===== src/rtl/pcd_pkg.sv =====
package pcd_pkg;
  localparam int NUM_RATES     = 11;
  localparam int CODE_W        = 4;
  localparam int MAX_PER_FRAME = 1024;

  typedef enum logic [2:0] {
    ST_IDLE, ST_SEEK, ST_SKIP, ST_MEAS, ST_DONE
  } seq_state_t;

  // expected bit-clock cycles in one 8 kHz frame, indexed by code
  function automatic int unsigned cycles_per_frame(input int unsigned idx);
    case (idx)
      0:  return 32;
      1:  return 64;
      2:  return 96;
      3:  return 128;
      4:  return 192;
      5:  return 193;
      6:  return 256;
      7:  return 386;
      8:  return 512;
      9:  return 772;
      10: return 1024;
      default: return 0;
    endcase
  endfunction

  function automatic logic within_tol(input int unsigned total,
                                      input int unsigned target,
                                      input int unsigned tol);
    int unsigned diff;
    diff = (total >= target) ? (total - target) : (target - total);
    return diff <= tol;
  endfunction
endpackage


===== src/rtl/pcd_fs_edge.sv =====
module pcd_fs_edge (
  input  logic clk,
  input  logic rst_n,
  input  logic fsync,
  output logic edge_p
);
  logic fs_q;

  always_ff @(posedge clk) begin
    if (!rst_n) fs_q <= 1'b0;
    else        fs_q <= fsync;
  end

  assign edge_p = fsync & ~fs_q;

  // an edge is never reported on two cycles in a row
  p_edge_single_r2: assert property (@(posedge clk) disable iff (!rst_n)
    edge_p |=> !edge_p);
endmodule


===== src/rtl/pcd_frame_seq.sv =====
module pcd_frame_seq
  import pcd_pkg::*;
#(
  parameter int DISCARD_FRAMES = 8,
  parameter int AVG_FRAMES     = 8
) (
  input  logic       clk,
  input  logic       rst_n,
  input  logic       enable,
  input  logic       edge_p,
  output seq_state_t state,
  output logic       start_p,
  output logic       end_p
);
  localparam int MAXF   = (DISCARD_FRAMES > AVG_FRAMES) ? DISCARD_FRAMES : AVG_FRAMES;
  localparam int FCNT_W = $clog2(MAXF + 1);
  localparam logic [FCNT_W-1:0] SKIP_LAST = FCNT_W'(DISCARD_FRAMES);
  localparam logic [FCNT_W-1:0] MEAS_LAST = FCNT_W'(AVG_FRAMES - 1);
  localparam bit NO_SKIP = (DISCARD_FRAMES == 0);

  logic [FCNT_W-1:0] fcnt;

  assign start_p = edge_p && ((state == ST_SEEK && NO_SKIP) ||
                              (state == ST_SKIP && fcnt == SKIP_LAST));
  assign end_p   = edge_p && (state == ST_MEAS) && (fcnt == MEAS_LAST);

  always_ff @(posedge clk) begin
    if (!rst_n || !enable) begin
      state <= ST_IDLE;
      fcnt  <= '0;
    end else begin
      case (state)
        ST_IDLE: begin
          state <= ST_SEEK;
          fcnt  <= '0;
        end
        ST_SEEK: if (edge_p) begin
          if (NO_SKIP) begin
            state <= ST_MEAS;
            fcnt  <= '0;
          end else begin
            state <= ST_SKIP;
            fcnt  <= FCNT_W'(1);
          end
        end
        ST_SKIP: if (edge_p) begin
          if (fcnt == SKIP_LAST) begin
            state <= ST_MEAS;
            fcnt  <= '0;
          end else begin
            fcnt <= fcnt + 1'b1;
          end
        end
        ST_MEAS: if (edge_p) begin
          if (fcnt == MEAS_LAST) state <= ST_DONE;
          else                   fcnt  <= fcnt + 1'b1;
        end
        default: state <= state;
      endcase
    end
  end

  // the window closes into the done state
  p_end_to_done_r3: assert property (@(posedge clk) disable iff (!rst_n)
    end_p && enable |=> state == ST_DONE);
  // the window opens into measurement
  p_start_to_meas_r3: assert property (@(posedge clk) disable iff (!rst_n)
    start_p && enable |=> state == ST_MEAS);
  // done is left only through a disable
  p_done_sticky_r7: assert property (@(posedge clk) disable iff (!rst_n)
    state == ST_DONE && enable |=> state == ST_DONE);
endmodule


===== src/rtl/pcd_cycle_accum.sv =====
module pcd_cycle_accum #(
  parameter int ACC_W = 14
) (
  input  logic             clk,
  input  logic             rst_n,
  input  logic             clear_p,
  input  logic             run,
  output logic [ACC_W-1:0] total
);
  localparam logic [ACC_W-1:0] ACC_MAX = '1;

  logic [ACC_W-1:0] acc;

  always_ff @(posedge clk) begin
    if (!rst_n)                      acc <= '0;
    else if (clear_p)                acc <= '0;
    else if (run && acc != ACC_MAX)  acc <= acc + 1'b1;
  end

  // the closing edge cycle itself belongs to the window
  assign total = (acc == ACC_MAX) ? ACC_MAX : acc + 1'b1;

  // the accumulator never steps backwards while running
  p_no_wrap_r10: assert property (@(posedge clk) disable iff (!rst_n)
    run && !clear_p |=> acc >= $past(acc));
endmodule


===== src/rtl/pcd_rate_match.sv =====
module pcd_rate_match
  import pcd_pkg::*;
#(
  parameter int ACC_W      = 14,
  parameter int AVG_FRAMES = 8,
  parameter int TOL_CYCLES = 2
) (
  input  logic [ACC_W-1:0]     total,
  output logic [NUM_RATES-1:0] hit_vec,
  output logic                 hit,
  output logic [CODE_W-1:0]    hit_idx
);
  for (genvar g = 0; g < NUM_RATES; g++) begin : g_win
    localparam int unsigned TARGET = AVG_FRAMES * cycles_per_frame(g);
    assign hit_vec[g] = within_tol(int'(total), TARGET, TOL_CYCLES);
  end

  always_comb begin
    hit_idx = '0;
    for (int k = NUM_RATES - 1; k >= 0; k--) begin
      if (hit_vec[k]) hit_idx = CODE_W'(k);
    end
  end

  assign hit = |hit_vec;
endmodule


===== src/rtl/pcm_rate_detect.sv =====
module pcm_rate_detect
  import pcd_pkg::*;
#(
  parameter int DISCARD_FRAMES = 8,
  parameter int AVG_FRAMES     = 8,
  parameter int TOL_CYCLES     = 2
) (
  input  logic              clk,
  input  logic              rst_n,
  input  logic              fsync,
  input  logic              auto_en,
  input  logic [CODE_W-1:0] host_code,
  output logic [CODE_W-1:0] rate_code,
  output logic              rate_found,
  output logic              det_busy
);
  localparam int ACC_W = $clog2(AVG_FRAMES * MAX_PER_FRAME) + 1;

  logic                 edge_p, start_p, end_p, hit;
  seq_state_t           state;
  logic [ACC_W-1:0]     total;
  logic [NUM_RATES-1:0] hit_vec;
  logic [CODE_W-1:0]    hit_idx, det_code;
  logic                 found;

  pcd_fs_edge u_edge (
    .clk(clk), .rst_n(rst_n), .fsync(fsync), .edge_p(edge_p)
  );

  pcd_frame_seq #(
    .DISCARD_FRAMES(DISCARD_FRAMES), .AVG_FRAMES(AVG_FRAMES)
  ) u_seq (
    .clk(clk), .rst_n(rst_n), .enable(auto_en), .edge_p(edge_p),
    .state(state), .start_p(start_p), .end_p(end_p)
  );

  pcd_cycle_accum #(.ACC_W(ACC_W)) u_acc (
    .clk(clk), .rst_n(rst_n), .clear_p(start_p),
    .run(state == ST_MEAS), .total(total)
  );

  pcd_rate_match #(
    .ACC_W(ACC_W), .AVG_FRAMES(AVG_FRAMES), .TOL_CYCLES(TOL_CYCLES)
  ) u_match (
    .total(total), .hit_vec(hit_vec), .hit(hit), .hit_idx(hit_idx)
  );

  always_ff @(posedge clk) begin
    if (!rst_n || !auto_en || state == ST_IDLE) begin
      found    <= 1'b0;
      det_code <= '0;
    end else if (end_p) begin
      found    <= hit;
      det_code <= hit ? hit_idx : '0;
    end
  end

  assign rate_code  = auto_en ? det_code : host_code;
  assign rate_found = found;
  assign det_busy   = (state == ST_SEEK) || (state == ST_SKIP) || (state == ST_MEAS);

  // a found flag only exists after a finished run
  p_found_done_r7: assert property (@(posedge clk) disable iff (!rst_n)
    rate_found |-> state == ST_DONE);
  // tolerance windows never overlap
  p_onehot_match_r5: assert property (@(posedge clk) disable iff (!rst_n)
    $onehot0(hit_vec));
  // manual mode drops the flag
  p_manual_clear_r8: assert property (@(posedge clk) disable iff (!rst_n)
    !auto_en |=> !rate_found);
  // a miss leaves a zero code
  p_miss_zero_r6: assert property (@(posedge clk) disable iff (!rst_n)
    end_p && !hit && auto_en |=> det_code == '0 && !rate_found);
  // busy and found are exclusive
  p_busy_excl_r9: assert property (@(posedge clk) disable iff (!rst_n)
    det_busy |-> !rate_found);
  // a found code lies inside the rate table
  p_code_range_r4: assert property (@(posedge clk) disable iff (!rst_n)
    rate_found |-> det_code < CODE_W'(NUM_RATES));
endmodule


===== config.mk =====
export PLATFORM = sky130hd
export DESIGN_NAME = pcm_rate_detect
export DESIGN_NICKNAME = d
export VERILOG_FILES = /design/src/rtl/pcd_pkg.sv /design/src/rtl/pcd_fs_edge.sv /design/src/rtl/pcd_frame_seq.sv /design/src/rtl/pcd_cycle_accum.sv /design/src/rtl/pcd_rate_match.sv /design/src/rtl/pcm_rate_detect.sv
export SDC_FILE = /design/constraint.sdc
export NUM_CORES = 1
export LEC_CHECK = 0
export BUFFER_PORTS_ARGS = -buffer_cell sky130_fd_sc_hd__buf_2
export CORE_UTILIZATION = 51
export CTS_CLUSTER_DIAMETER = 80
export CTS_CLUSTER_SIZE = 24
export DETAILED_ROUTE_END_ITERATION = 8
export MAX_ROUTING_LAYER = met4
export PLACE_DENSITY = 0.67
export SLEW_MARGIN = 10
export SYNTH_ARGS = -nofsm -noshare
export SYNTH_HDL_FRONTEND = slang
export SYNTH_SLANG_ARGS = --single-unit

===== constraint.sdc =====
create_clock -name clk -period 7.55 [get_ports clk]
set_input_delay 1.51 -clock clk [delete_from_list [all_inputs] [get_ports clk]]
set_output_delay 1.51 -clock clk [all_outputs]
set_load 0.01 [all_outputs]

==> impl_metrics.toml, run 1 <==
[clock_tree]
cts_tree = "done"
cts-resized-gates = 0
clk_transition_reported_paths_ps = 70
cts_htree_levels = 1
clockRootBuffer = "clkbuf_16"
clock_tree.buffer_depth = 2
postCtsHoldBufs = 0
numCtsBuffers = 3
post-cts-setup-buffer-count = 0
worstSkewPairLatency_ps = 270
clock_sinks = 27

[placed_design]
postPlaceCellArea_um2 = 6262
dp_hpwl_um = 19070
place_worst_setup_slack_ps = 1101
globalplace.congestion = 1.121
dpl.cell_count = 1009
portBuffers = 13

[timing]
finalHoldViolations = 0
post-route-worst-setup-slack_ps = 875.4
timing.slew.headroom_pct = 34.35
setup_total_negative_slack_ps = 0
final.setup_skew_ps = 4.162
final_min_period_over_clock_period_pct = 88.41
rsz0062_at_grt = "false"
layout_min_cycle_time_ps = 6675
maxSlewViolCount = 0
setup_viol = 0
worstMarginPinSlew_ps = 974.4
maxClockFrequency_mhz = 149.8

[cells_and_area]
area_growth_syn_to_layout_pct = 2.672
fin_cells = 1014
layout-drive-gt1-share_pct = 9.425
fillerInstances = 1129
final_cell_area_um2 = 6347
final_nets = 924

[detailed_routing]
viasPerCell = 7.520
post-route-drc-count = 1
vias = 7625
wl_met1_um = 9644
wl_met2_um = 10920
ant_nets = 0
drt_first_pass_iters = 9
detailed_route_wirelength_on_metal3_um = 3256
iteration_0_drc_markers = 1239
routed_wl_um = 25350
drt-wirelength-per-cell_um = 25.00
top_metal_used = "met4"

[synthesis]
post_synth_num_cell_types = 94
synth-seq-area-share_pct = 8.743
post_synth_most_frequent_cells = "nand2_1, nor2_1, a21oi_1"
synth_most_common_cell = "nand2_1"
synth_top_area_cell = "ha_1"
ys_ff_latch = 27
netlist.area_leader.share_pct = 9.107
synthesis.yosys.warnings = 0
synth-edff-count = 0
synth_area_um2 = 6182
top_area_cells_in_the_synthesized_netlist = "ha_1, dfxtp_1, nand2_1, xnor2_1, a21oi_1"
synth-async-reset-ratio_pct = 0
synthesis.instances = 902
ys_dominant_reg_cell = "dfxtp_1"
synth_fp_nets = 955
synth_area_per_cell_um2 = 6.854

[floorplan]
die-area_um2 = 12570
die_h_um = 112.1
die_w_um = 112.1
core_um2 = 11610
initial_utilization_pct = 53.23
ios = 14
placementRows = 39

[setup_path]
worst_ep_arrival_time_ps = 6880
required_ps = 7750
type_of_element_capturing_the_critical_path = "register"
start_kind = "register"
timing.rr.start = "u_acc.acc[0]"
path_max_fanout = 14
timing.setup.critical_path_class = "reg -> reg"
worst_setup_path_startpoint = "u_acc.acc[0]"
worstRegToRegCells = 17

[grt]
grt_antenna_before_repair = 1
first_pass_grt_wire_length_um = 39350
largest_net_degree_at_the_start_of_global_routing = 29
grt.total_usage_pct = 40.99
global_route.overflow_total = 0
grt_pass1_vias = 7049

[worst_hold_path]
timing.hold.worst.class = "reg -> reg"
hold-path-cell-count = 2
hold_path.startpoint = "det_code[2]"

[pwr]
power.density_nw_per_um2 = 46.33
irDropWorstVdd_mv = 0.07803
leakagePower_nw = 2.450
finalPower_w = 0.0002941

[run_status]
violated_checks = "design-rule violations"
run_status = "complete, but fails checks"

[job]
number_of_max_capacitance_violations_reported = 0
[cells in the final DEF, fill, tap and decap left out, drive strengths merged, types with 6 or more instances in the layout]
cell / count
and4: 6
nor2: 72
a21oi: 59
or3: 12
a211oi: 13
dfxtp: 27
nor3: 35
or2: 7
a2111oi: 7
xor2: 10
nand4: 18
xnor2: 37
mux2i: 13
or4: 7
o21ai: 62
o21a: 8
a31oi: 24
a21o: 9
o211ai: 7
and2: 8
inv: 35
o31ai: 15
o2111ai: 14
mux2: 8
buf: 35
nor4: 13
and3: 12
nand2: 88
ha: 45
nand3: 39
a41oi: 6
a311oi: 7
[power by group]
| group | internal (W) | total, W | switching, W |
|---|---|---|---|
| Combinational | 0.00000892 | 0.0000230 | 0.0000140 |
| Clock | 0.0000723 | 0.000126 | 0.0000542 |
| Sequential | 0.000143 | 0.000145 | 0.00000139 |
[path summary, 6_finish.rpt]
path | to | slack (ps)
setup / recovery | det_code[3] | 880
hold / removal | det_code[2] | 460
setup reg to reg | det_code[3] | 880
hold reg to reg | det_code[2] | 460
[state kept, by name, summed over array words and instances, names as in the netlist]
signal,count
u_edge.fs_q,1
u_seq.fcnt,4
det_code,4
u_acc.acc,14
u_seq.state,3
rate_found,1
[cell type report]
cell class                      count  area (µm²)  share of cell area [%]
Tap cell                          143       178.9                   2.819
Clock inverter                      1       7.507                  0.1183
Multi-Input combinational cell    767        5169                   81.43
Antenna cell                        1       2.502                 0.03942
Sequential cell                    27       540.5                   8.516
Timing Repair Buffer               35       230.2                   3.627
Clock buffer                        3       75.07                   1.183
Inverter                           37       143.9                   2.267
[worst max-delay path, stage by stage, from the launching register on]
cell      delay [ps]
dfxtp_1          570
ha_1             510
nand3_2          400
nor3_1           410
mux2i_2          760
ha_1             460
ha_1             270
buf_4            230
o311ai_4         190
o21ai_1          580
mux2_2           440
o211ai_1         220
xnor2_1          170
nor4_1            80
buf_4            150
or4_4            500
or4b_1           480
a21oi_1          170
[routing by layer]
| metal | vias up | track usage [%] |
|---|---|---|
| li1 | 3361 | - |
| met2 | 600 | 62.48 |
| met3 | 144 | 7.505 |
| met4 | 0 | 23.20 |
| met1 | 3520 | 50.89 |
| met5 | - | - |
[kinds of logic (layout without fill, tap and decap cells)]
| family | after synthesis | in the layout | share of synthesized area (%) |
|---|---|---|---|
| and+or+nand+nor | 348 | 348 | 29.12 |
| AOI/OAI and AO/OA | 306 | 306 | 34.73 |
| buffers and inverters | 108 | 76 | 7.832 |
| xor gates and xnor gates | 47 | 47 | 6.780 |
| adders and majority gates | 45 | 45 | 9.107 |
| DFF | 27 | 27 | 8.743 |
| muxes | 21 | 21 | 3.683 |
| other | 0 | 1 | 0 |
[stage by stage]
step / hold WS (ps) / util [%]
2_1_floorplan: 425.3 / -
3_3_place_gp: 449.0 / 53.92
3_5_place_dp: 454.7 / 53.92
4_1_cts: 463.2 / 54.63
5_1_grt: 497.0 / 54.65
6_report: 458.1 / 54.65
No activity file was read; power rests on OpenSTA's default activity.
==> inputs of run 2 (changes only) <==
- CTS_BUF_LIST: not set -> sky130_fd_sc_hd__clkbuf_4 sky130_fd_sc_hd__clkbuf_8
==> run 2 against run 1 <==
Effect of this change:
- design area decreased by 0.53%
- the flow still finishes with violations (design-rule violations)
- worst hold slack improved by 4.9 ps
- sequential power is essentially flat
==> impl_metrics.toml, run 2 (synthesized netlist as in run 1, its figures left out) <==
[placed_design]
globalplace.congestion = 1.121
portBuffers = 13
dp_hpwl_um = 19070
postPlaceCellArea_um2 = 6262

[grt]
global_route.overflow_total = 0
grt_antenna_before_repair = 1
grt.total_usage_pct = 41.08
first_pass_grt_wire_length_um = 39380
largest_net_degree_at_the_start_of_global_routing = 29
grt_pass1_vias = 7052

[timing]
maxSlewViolCount = 0
setup_viol = 0
final.setup_skew_ps = 4.633
worstMarginPinSlew_ps = 945.9
layout_min_cycle_time_ps = 6738
rsz0062_at_grt = "false"
finalHoldViolations = 0
worst_hold_slack_ps = 463.1
timing.slew.headroom_pct = 36.11
final_min_period_over_clock_period_pct = 89.25
setup_total_negative_slack_ps = 0
maxClockFrequency_mhz = 148.4

[cells_and_area]
layout-drive-gt1-share_pct = 9.425
most_frequent_cells_in_the_layout = "nand2_1, nor2_1, a21oi_1, o21ai_0, ha_1"
final_nets = 924
area_growth_syn_to_layout_pct = 2.125
layout_top_registers = "u_acc.acc: 14 flops, det_code: 4 flops, u_seq.fcnt: 4 flops"
final_cell_area_um2 = 6314
flip_flop_count_of_the_largest_register_after_layout = 14
most_common_library_cell_in_the_layout_ignoring_fill_and_taps = "nand2_1"
register_name_with_the_most_flops = "u_acc.acc"

[clock_tree]
clock_sinks = 27
cts_htree_levels = 1
worstSkewPairLatency_ps = 290
clockRootBuffer = "clkbuf_8"
post-cts-setup-buffer-count = 0
clock_tree.buffer_depth = 2
clk_transition_reported_paths_ps = 100
cts-resized-gates = 0
numCtsBuffers = 3
cts_tree = "done"
postCtsHoldBufs = 0

[setup_path]
slowest_delay_ps = 760
path_buf_inv = 3
crit_chain = "ha_1, nand3_2, nor3_1, mux2i_2, ha_1, buf_4, nand2_1, inv_1, nand4_1, o311a_1, nor2_1, nor3_1, nor3_1, nand3_1, or4_1, a2111oi_0, buf_4, a211oi_1, o31ai_1"
cpMostUsedCell = "nor3_1"
start_kind = "register"
required_ps = 7770
critPathTopFamily = "simple AND/OR/NAND/NOR gates"
type_of_element_capturing_the_critical_path = "register"
cp_slowest_cell = "mux2i_2"
timing.setup.critical_path_class = "reg -> reg"
worst_ep_arrival_time_ps = 6960
path_max_fanout = 16

[pwr]
power.density_nw_per_um2 = 40.64
irDropWorstVdd_mv = 0.05558
leakagePower_nw = 2.435

[floorplan]
die-area_um2 = 12570
placementRows = 39
core_um2 = 11610
die_w_um = 112.1
die_h_um = 112.1
ios = 14
initial_utilization_pct = 53.23

[detailed_routing]
routed_wl_um = 25490
ant_nets = 0
wl_met1_um = 9730
detailed_route_wirelength_on_metal3_um = 3209
drt_first_pass_iters = 9
post-route-drc-count = 2
vias = 7648
top_metal_used = "met4"
iteration_0_drc_markers = 1372
drt-wirelength-per-cell_um = 25.14
viasPerCell = 7.542
wl_met2_um = 10980

[run_status]
violated_checks = "design-rule violations"
run_status = "complete, but fails checks"

[job]
number_of_max_capacitance_violations_reported = 0

[worst_hold_path]
timing.hold.worst.class = "reg -> reg"
[run 2: cell type report]
type	instances	area [µm²]
fill	1137	5300
multi-input combinational	767	5169
sequential	27	540.5
timing repair buffer	35	230.2
tap	143	178.9
inverter	37	143.9
clock buffer	3	41.29
clock inverter	1	7.507
antenna	1	2.502
[run 2: report_power, final]
part	switching [W]	total, W	internal, W
Combinational	0.0000140	0.0000229	0.00000892
Clock	0.0000512	0.0000890	0.0000378
Sequential	0.00000141	0.000145	0.000143
[run 2: path summary, 6_finish.rpt]
kind	from	end	slack, ps	cells past startpoint
max reg2reg	u_acc.acc[0]	det_code[0]	810	19
min	det_code[2]	det_code[2]	460	2
max	u_acc.acc[0]	det_code[0]	810	19
min reg2reg	det_code[2]	det_code[2]	460	2
[run 2: stage by stage]
step | power [W] | setup slack (ps) | util [%] | cells
floorplan | 0.0001625 | 2116 | - | 902
global placement | 0.0001697 | 1258 | 53.92 | 1009
detailed placement | 0.0001704 | 1101 | 53.92 | 1009
CTS | 0.0002561 | 1048 | 54.34 | 1013
global route | 0.0002668 | 546.4 | 54.36 | 1014
finish | 0.0002566 | 811.6 | 54.36 | 1014
[run 2: worst reg2reg max path, stage by stage (launching register included)]
cell and delay [ps]:
dfxtp_1 600, ha_1 520, nand3_2 410, nor3_1 420
mux2i_2 760, ha_1 280, buf_4 220, nand2_1 180
inv_1 140, nand4_1 190, o311a_1 320, nor2_1 730
nor3_1 140, nor3_1 220, nand3_1 110, or4_1 460
a2111oi_0 500, buf_4 240, a211oi_1 60, o31ai_1 180
[run 2: per-layer routing]
| layer | up-vias | GRT usage [%] |
|---|---|---|
| met5 | - | - |
| met4 | 0 | 23.73 |
| met3 | 142 | 7.667 |
| met2 | 601 | 62.53 |
| met1 | 3543 | 50.82 |
| li1 | 3362 | - |
==> inputs of run 3 (changes only) <==
- CORE_ASPECT_RATIO: not set -> 1.1
==> run 3 against run 2 <==
Effect of this change:
- sequential power about the same
- setup slack lost 330 ps
- final cell count increased by 0.49%
- first-iteration DRC count shrank 18%
- power down 0.50%
- critical path type unchanged
- the flow now finishes without violations
- sequential share of layout area about the same
- clock-buffer cell count did not move
- die area barely moved
- wire length is 1.3% lower
- design area about the same
- critical path depth down 1
==> impl_metrics.toml, run 3 (synthesized netlist as in run 1, its figures left out) <==
[cells_and_area]
most_frequent_cells_in_the_layout = "nand2_1, nor2_1, a21oi_1, o21ai_0, ha_1"
area_growth_syn_to_layout_pct = 2.105
register_name_with_the_most_flops = "u_acc.acc"
layout_top_registers = "u_acc.acc: 14 flops, det_code: 4 flops, u_seq.fcnt: 4 flops"
final_nets = 923
diodes = 0
most_common_library_cell_in_the_layout_ignoring_fill_and_taps = "nand2_1"
layout-drive-gt1-share_pct = 9.321
flip_flop_count_of_the_largest_register_after_layout = 14
fillerInstances = 1164

[setup_path]
path_max_fanout = 16
type_of_element_capturing_the_critical_path = "register"
crit_chain = "ha_1, nand3_2, nor3_1, mux2i_2, ha_1, nand2_1, inv_1, nand4_1, o311a_1, nor2_1, nor3_1, nor3_1, nand3_1, or4_1, a2111oi_0, buf_4, a211oi_1, o31ai_1"
timing.setup.critical_path_class = "reg -> reg"
cp_slowest_cell = "a2111oi_0"
start_kind = "register"
required_ps = 7750
cpMostUsedCell = "nor3_1"
slowest_delay_ps = 990
worst_ep_arrival_time_ps = 7270

[floorplan]
ios = 14
die_h_um = 117.5
core_um2 = 11640
die-area_um2 = 12570
placementRows = 41
initial_utilization_pct = 53.09
die_w_um = 107.0

[grt]
grt.total_usage_pct = 40.86
first_pass_grt_wire_length_um = 39520
largest_net_degree_at_the_start_of_global_routing = 29
grt_antenna_before_repair = 0
grt_pass1_vias = 7028
global_route.overflow_total = 0

[clock_tree]
cts_htree_levels = 1
cts-resized-gates = 0
cts_tree = "done"
clock_tree.buffer_depth = 2
numCtsBuffers = 3
worstSkewPairLatency_ps = 280
clock_sinks = 27
post-cts-setup-buffer-count = 0
clockRootBuffer = "clkbuf_8"
clk_transition_reported_paths_ps = 100
postCtsHoldBufs = 0

[placed_design]
dp_hpwl_um = 18840
globalplace.congestion = 1.090
portBuffers = 13

[timing]
setup_total_negative_slack_ps = 0
layout_min_cycle_time_ps = 7067
rsz0062_at_grt = "false"
finalHoldViolations = 0
timing.slew.headroom_pct = 20.33
maxSlewViolCount = 0
maxClockFrequency_mhz = 141.5
final_min_period_over_clock_period_pct = 93.60
setup_viol = 0
worstMarginPinSlew_ps = 1165
final.setup_skew_ps = 6.131

[detailed_routing]
vias = 7583
viasPerCell = 7.442
post-route-drc-count = 0
iteration_0_drc_markers = 1122
drt_first_pass_iters = 6
drt-wirelength-per-cell_um = 24.69
wl_met2_um = 11020
detailed_route_wirelength_on_metal3_um = 2840
routed_wl_um = 25160
wl_met1_um = 9698
top_metal_used = "met4"
ant_nets = 0

[pwr]
power.density_nw_per_um2 = 40.45
finalPower_w = 0.0002553
leakagePower_nw = 2.428
irDropWorstVdd_mv = 0.1031

[job]
number_of_max_capacitance_violations_reported = 0

[run_status]
run_status = "finished clean"

[worst_hold_path]
timing.hold.worst.class = "reg -> reg"
==> run 3: per-stage QoR <==
step           hold slack, ps  setup slack, ps  instances  area (µm²)  utilization, %
6_report                469.4            483.0       1019        6312           54.21
5_1_grt                 489.8            242.1       1019        6312           54.21
4_1_cts                 463.6            878.4       1019        6312           54.21
3_3_place_gp            448.4            999.9       1015        6264           53.79
3_5_place_dp            448.8            877.8       1015        6264           53.79
2_1_floorplan           425.3             2116        902        6182               -
==> run 3: where the power goes <==
part           switching, W  internal, W   total, W
Clock             0.0000496    0.0000376  0.0000873
Combinational     0.0000143   0.00000905  0.0000233
Sequential       0.00000144     0.000143   0.000145
Total             0.0000654     0.000190   0.000255
==> run 3: final cells by class <==
type | instances | area, µm² | share of cell area, %
tap | 150 | 187.7 | 2.973
clock inverter | 1 | 7.507 | 0.1189
inverter | 37 | 143.9 | 2.279
multi-input combinational | 767 | 5169 | 81.88
clock buffer | 3 | 41.29 | 0.6541
sequential | 27 | 540.5 | 8.563
timing repair buffer | 34 | 222.7 | 3.528
==> run 3: worst paths after layout <==
check	from	endpoint	slack, ps	cells past startpoint
setup / recovery	u_acc.acc[0]	det_code[0]	480	18
hold / removal	det_code[3]	det_code[3]	470	2
setup reg to reg	u_acc.acc[0]	det_code[0]	480	18
hold reg to reg	det_code[3]	det_code[3]	470	2
==> run 3: per-layer routing <==
| layer | GRT usage, % | up-vias |
|---|---|---|
| li1 | - | 3366 |
| met1 | 51.11 | 3535 |
| met2 | 61.09 | 554 |
| met3 | 6.811 | 128 |
| met4 | 24.49 | 0 |
| met5 | - | - |
==> run 3: critical path: cells and delay by family, from the launching register on <==
| family | cells | cell delay [ps] |
|---|---|---|
| and+or+nand+nor | 9 | 2950 |
| adders and majority gates | 2 | 1070 |
| buffers and inverters | 2 | 430 |
| DFF | 1 | 580 |
| muxes | 1 | 400 |
| AOI/OAI and AO/OA | 4 | 1560 |
